--- config.mk ---
export PLATFORM = sky130hd
export DESIGN_NAME = boot_fetch_guard
export DESIGN_NICKNAME = d
export VERILOG_FILES = /design/src/rtl/bfg_pkg.sv /design/src/rtl/bfg_sync.sv /design/src/rtl/bfg_boot_flag.sv /design/src/rtl/bfg_fetch_override.sv /design/src/rtl/bfg_stat_port.sv /design/src/rtl/boot_fetch_guard.sv
export SDC_FILE = /design/constraint.sdc
export NUM_CORES = 1
export LEC_CHECK = 0
export CORE_AREA = 2 2 39 41
export CTS_CLUSTER_DIAMETER = 50
export CTS_CLUSTER_SIZE = 40
export DETAILED_ROUTE_END_ITERATION = 7
export DIE_AREA = 0 0 41 43
export PLACE_DENSITY = 0.66
export REMOVE_ABC_BUFFERS = 1
export SYNTH_ARGS = -nofsm -noshare
export SYNTH_HDL_FRONTEND = slang
export SYNTH_HIERARCHICAL = 1
export SYNTH_SLANG_ARGS = --single-unit
--- constraint.sdc ---
create_clock -name clk -period 2.25 [get_ports clk]
set_input_delay 0.45 -clock clk [delete_from_list [all_inputs] [get_ports clk]]
set_output_delay 0.45 -clock clk [all_outputs]
set_load 0.03 [all_outputs]
--- src/rtl/bfg_pkg.sv ---
// Package: shared types for the boot fetch guard.
// Assumes one CPU bus cycle is described by its read, write and fetch strobes.
package bfg_pkg;

    typedef struct packed {
        logic rd;
        logic wr;
        logic fetch;
    } cpu_cyc_t;

    // A cycle counts as a read only when the write strobe is low.
    function automatic logic is_read(cpu_cyc_t c);
        return c.rd & ~c.wr;
    endfunction

endpackage

--- src/rtl/bfg_sync.sv ---
// Module: bfg_sync
// Brings an asynchronous level into the clock domain through STAGES flops.
// STAGES = 0 selects a plain wire for inputs that are already synchronous.
// Assumes a synchronous active-low reset; every stage resets to RST_VAL.
module bfg_sync #(
    parameter int   STAGES  = 2,
    parameter logic RST_VAL = 1'b0
) (
    input  logic clk,
    input  logic rst_n,
    input  logic d,
    output logic q
);

    generate
        if (STAGES == 0) begin : g_bypass
            assign q = d;
        end else begin : g_chain
            logic [STAGES-1:0] stg;

            // Shift the input along the synchronizer chain.
            always_ff @(posedge clk) begin
                if (!rst_n) begin
                    stg <= {STAGES{RST_VAL}};
                end else begin
                    stg[0] <= d;
                    for (int i = 1; i < STAGES; i++) begin
                        stg[i] <= stg[i-1];
                    end
                end
            end

            assign q = stg[STAGES-1];
        end
    endgenerate

endmodule

--- src/rtl/bfg_boot_flag.sv ---
// Module: bfg_boot_flag
// Sticky boot-pending flag. It is set by chip reset or by the synchronized
// host reset, and cleared only by a rising edge of the synchronized clear
// line. Set wins over clear. The edge history resets high, so a line already
// high when reset ends does not count as an edge.
module bfg_boot_flag (
    input  logic clk,
    input  logic rst_n,
    input  logic host_set,
    input  logic clr_lvl,
    output logic pending,
    output logic clr_edge
);

    logic clr_prev;

    // A rising edge is the line high now and low one cycle earlier.
    assign clr_edge = clr_lvl & ~clr_prev;

    // Hold the flag and the previous clear level.
    always_ff @(posedge clk) begin
        if (!rst_n) begin
            pending  <= 1'b1;
            clr_prev <= 1'b1;
        end else begin
            clr_prev <= clr_lvl;
            if (host_set) begin
                pending <= 1'b1;
            end else if (clr_edge) begin
                pending <= 1'b0;
            end
        end
    end

endmodule

--- src/rtl/bfg_fetch_override.sv ---
// Module: bfg_fetch_override
// Replaces fetched instruction data with BOOT_OP while the flag is set.
// Assumes the board mux selects ovr_data over RAM data whenever ovr_en is high.
module bfg_fetch_override
    import bfg_pkg::*;
#(
    parameter int              OP_W    = 8,
    parameter logic [OP_W-1:0] BOOT_OP = 8'hEA
) (
    input  logic            pending,
    input  cpu_cyc_t        cyc,
    output logic            ovr_en,
    output logic [OP_W-1:0] ovr_data
);

    // Override only a true fetch read during boot; otherwise drive zeros.
    always_comb begin
        ovr_en   = pending & cyc.fetch & is_read(cyc);
        ovr_data = ovr_en ? BOOT_OP : '0;
    end

endmodule

--- src/rtl/bfg_stat_port.sv ---
// Module: bfg_stat_port
// Read-only input port returning the serial-line status bits.
// Assumes the enable models a tri-state driver; data is zero when not enabled.
module bfg_stat_port
    import bfg_pkg::*;
#(
    parameter int STAT_W = 4
) (
    input  logic              sel,
    input  cpu_cyc_t          cyc,
    input  logic [STAT_W-1:0] lines,
    output logic              en,
    output logic [STAT_W-1:0] data
);

    // Drive the status lines only on a decoded read.
    always_comb begin
        en   = sel & is_read(cyc);
        data = en ? lines : '0;
    end

endmodule

--- src/rtl/boot_fetch_guard.sv ---
// Module: boot_fetch_guard (top)
// Latches a power-on flag from the host reset, feeds a branch-to-self opcode
// to CPU fetches while the flag is set, and provides a small status port.
// Assumes host_rst_i and clr_pulse_i are asynchronous; CPU strobes are
// synchronous to clk.
module boot_fetch_guard
    import bfg_pkg::*;
#(
    parameter int              OP_W        = 8,
    parameter logic [OP_W-1:0] BOOT_OP     = 8'hEA,
    parameter int              STAT_W      = 4,
    parameter int              SYNC_STAGES = 2
) (
    input  logic              clk,
    input  logic              rst_n,
    input  logic              host_rst_i,
    input  logic              clr_pulse_i,
    input  logic              cpu_rd_i,
    input  logic              cpu_wr_i,
    input  logic              cpu_fetch_i,
    input  logic              stat_sel_i,
    input  logic [STAT_W-1:0] line_stat_i,
    output logic              ovr_en_o,
    output logic [OP_W-1:0]   ovr_data_o,
    output logic              stat_en_o,
    output logic [STAT_W-1:0] stat_data_o,
    output logic              boot_pending_o
);

    logic     host_sync;
    logic     clr_sync;
    logic     clr_edge;
    logic     pending;
    cpu_cyc_t cyc;

    // Collect the CPU strobes into one bus-cycle descriptor.
    always_comb begin
        cyc.rd    = cpu_rd_i;
        cyc.wr    = cpu_wr_i;
        cyc.fetch = cpu_fetch_i;
    end

    bfg_sync #(.STAGES(SYNC_STAGES), .RST_VAL(1'b0)) u_host_sync (
        .clk   (clk),
        .rst_n (rst_n),
        .d     (host_rst_i),
        .q     (host_sync)
    );

    bfg_sync #(.STAGES(SYNC_STAGES), .RST_VAL(1'b1)) u_clr_sync (
        .clk   (clk),
        .rst_n (rst_n),
        .d     (clr_pulse_i),
        .q     (clr_sync)
    );

    bfg_boot_flag u_flag (
        .clk      (clk),
        .rst_n    (rst_n),
        .host_set (host_sync),
        .clr_lvl  (clr_sync),
        .pending  (pending),
        .clr_edge (clr_edge)
    );

    bfg_fetch_override #(.OP_W(OP_W), .BOOT_OP(BOOT_OP)) u_ovr (
        .pending  (pending),
        .cyc      (cyc),
        .ovr_en   (ovr_en_o),
        .ovr_data (ovr_data_o)
    );

    bfg_stat_port #(.STAT_W(STAT_W)) u_stat (
        .sel   (stat_sel_i),
        .cyc   (cyc),
        .lines (line_stat_i),
        .en    (stat_en_o),
        .data  (stat_data_o)
    );

    assign boot_pending_o = pending;

endmodule

==> impl_results.md <==
* NetSw at 69.7 uW
* Final setup TNS at 0 ns
* Antenna viol nets, final at 0
* Fin cells at 66
* Share of layout cells above drive strength 1 at approximately 34%
* Top post-synthesis cells by area: dfxtp_1, buf_4, and4b_1, nand2b_1, nor2b_4
* DRC at 0
* Overall routing resource usage at under 10%
* Cts bufs inserted at 3
* GRT overflow at 0
* Post-Synth XOR/XNOR Area at 0%
* Clock Tree Buf Depth at 2
* Post-synth EDFFs at 0
* Post-CTS Hold Fix Bufs at 0
* Outcome: completed
* RR Endpoint: u_flag/pending
* Leakage at ~0.25 nW
* Initial Utilization at 22.3%
* Max frequency at 512 MHz
* Clock Tree Root: clkbuf_4
* CTS tree: yes
* Die Ht at approximately 43 um
* P per Cell Area at ~550 nW/um^2
* Final setup violation count at 0
* Worst setup slack after layout at between 0.2 and 0.3 ns
* Reg power frac at 41.1%
* Tot Pwr at ~270 uW
* DR pass1 iterations at 3
* Initial antenna violation count at 0
* Synth Area in Compound Gates at 2.83%
* Logic pwr share at roughly a quarter
* HP Class: reg -> reg
* Final WL at between 500 and 600 um
* Seq/Total Area, Yosys at between 30% and 40%
* Largest family of logic cells by synthesized area: simple AND/OR/NAND/NOR gates
* GP Congestion at around 0.61
* Post-synthesis mux area share at 0%
* Main synth FF type: dfxtp_1
* Final hold vios at 0
* Clock latency on the worst-skew pair at about 0.24 ns
* Post-Place Cell Area at roughly 480 sq um
* Sink Count at 6
* Ys async rst share at 0%
* Setup Skew at ~0.003 ns
* Synth Area in Simple Gates at ~36%
* Vias in the first global route at between 200 and 250
* 1st-iter DRT viols at 3
* Post-synth top area share at 38.9%
* CP endpoint kind: output pin
* R2r worst-path depth at 2
* CTS HTree Levels at 1
* Critical path data arrival time at approximately 1.5 ns
* Pin count of the biggest net entering global routing at 7
* N_diodes at 0
* WHS Endpoint: u_clr_sync/g_chain.stg[1]
* Area leader, netlist: dfxtp_1
* Wire per inst at between 8 and 9 um
* Pre-CTS WS at between 0.2 and 0.3 ns
* Routed via count at about 270
* Drt via density at between 4 and 5
* Post-Synthesis Cells at 30
* Synth top cells by count: buf_4, dfxtp_1, and4b_1
* Clock-pin slew on the worst setup and hold paths at 0.04 ns
* First-pass GRT wire length at slightly above 800 um
* Switching Fraction at ~25%
* Reg2reg start: u_host_sync/g_chain.stg[1]
* Tmin final at approximately 2.0 ns
* Post-synth cell types at 11
* Clock Power Share at between 30% and 40%
* Peak supply drop at between 0.15 and 0.2 mV
* Synthesized flop and latch total at 6
* Count leader, synth: buf_4
* Placed insts at between 60 and 70
* Syn avg cell area at 10.3 sq um
* HP Start: u_clr_sync/g_chain.stg[0]
* Post-CTS Setup Inserts at 0
* Post_cts resized at 0
* Period utilisation layout at 86.8%
* Critical Path Source Type: input port
* Synthesis-to-layout area growth at 62.3%
* Final slew viol count at 0
* Synthesized cell area at just over 300 sq um
* RSZ-0062 raised after global routing: no
* Layout Utilization at between 30% and 40%
* DIE AREA at 1760 sq um
* Io pins at 27
* Crit Path Class: in -> out
* WP data required at about 1.8 ns
* Adder-Cell Fraction of Synth Area at 0%
* Row cnt at 14
* Fill count at approximately 150
* Hold WS at 0.419 ns
* P_int at 204 uW
* Port bufs at 23
* Post-route design area at roughly 500 sq um
* Largest fanout on the critical path at 6
* Hold Crit Depth at 1
* FF-to-FF setup slack at 1.63 ns
* Core area at between 1000 and 1500 sq um
* Final nets at 64
* Yosys warning count at 6
* Total of max-cap violations at 0
* Width of the chip at about 41 um
## worst max-delay path: stages
cell and delay, ns:
clkdlybuf4s50_1 0.54, and4b_1 0.31, buf_4 0.20
## cell usage in the layout, fill, tap and decap left out, drive strengths merged
cell type and count:
conb 3, nor2b 1, and2b 1, and3b 1, inv 1, and2 2
nand2b 3, clkbuf 3, clkdlybuf4s50 12, dfxtp 6, and4b 5, buf 11
o21ai 1
## state kept, by name, summed over array words and instances (netlist names)
signal	count
u_host_sync/g_chain.stg	2
u_clr_sync/g_chain.stg	2
u_flag/clr_prev	1
u_flag/pending	1
## how the worst max path moves through the flow
stage,slack (ns),startpoint,end,cells after the start
floorplan,-0.12,u_flag/pending,ovr_data_o[1],1
global placement,0.32,cpu_wr_i,ovr_data_o[5],3
detailed placement,0.29,cpu_rd_i,ovr_data_o[7],3
CTS,0.28,cpu_rd_i,ovr_data_o[7],3
global route,0.21,cpu_wr_i,ovr_data_o[5],3
finish,0.30,cpu_rd_i,ovr_data_o[7],3
## kinds of logic (layout without fill, tap and decap cells)
family,Yosys count,in the layout
flip-flops,6,6
AND/OR/NAND/NOR,13,13
buffers and inverters,9,27
other,1,3
AO/OA/AOI/OAI,1,1
## power by group through the flow
stage	Sequential (mW)	Clock (mW)	Combinational, mW
after CTS	0.112	0.104	0.0664
after floorplan	0.115	0	0.0311
after detailed placement	0.114	0	0.0661
final	0.112	0.0953	0.0659
after global routing	0.113	0.107	0.0715
after global placement	0.114	0	0.0655
## final cells by class
| class | instances | area [sq um] | area share [%] |
|---|---|---|---|
| repair buffers | 23 | 203 | 40.4 |
| multi-input cells | 17 | 133 | 26.4 |
| well taps | 16 | 20.0 | 3.99 |
| inverters | 1 | 3.75 | 0.748 |
| flip-flops and latches | 6 | 120 | 23.9 |
| clock buffers | 3 | 22.5 | 4.49 |
## per-layer routing
layer	track usage (%)	routed length (um)
met1	7.14	191
met2	10.0	237
met3	2.09	134
met4	6.00	0
met5	0	0
No activity file was read; power rests on OpenSTA's default activity.
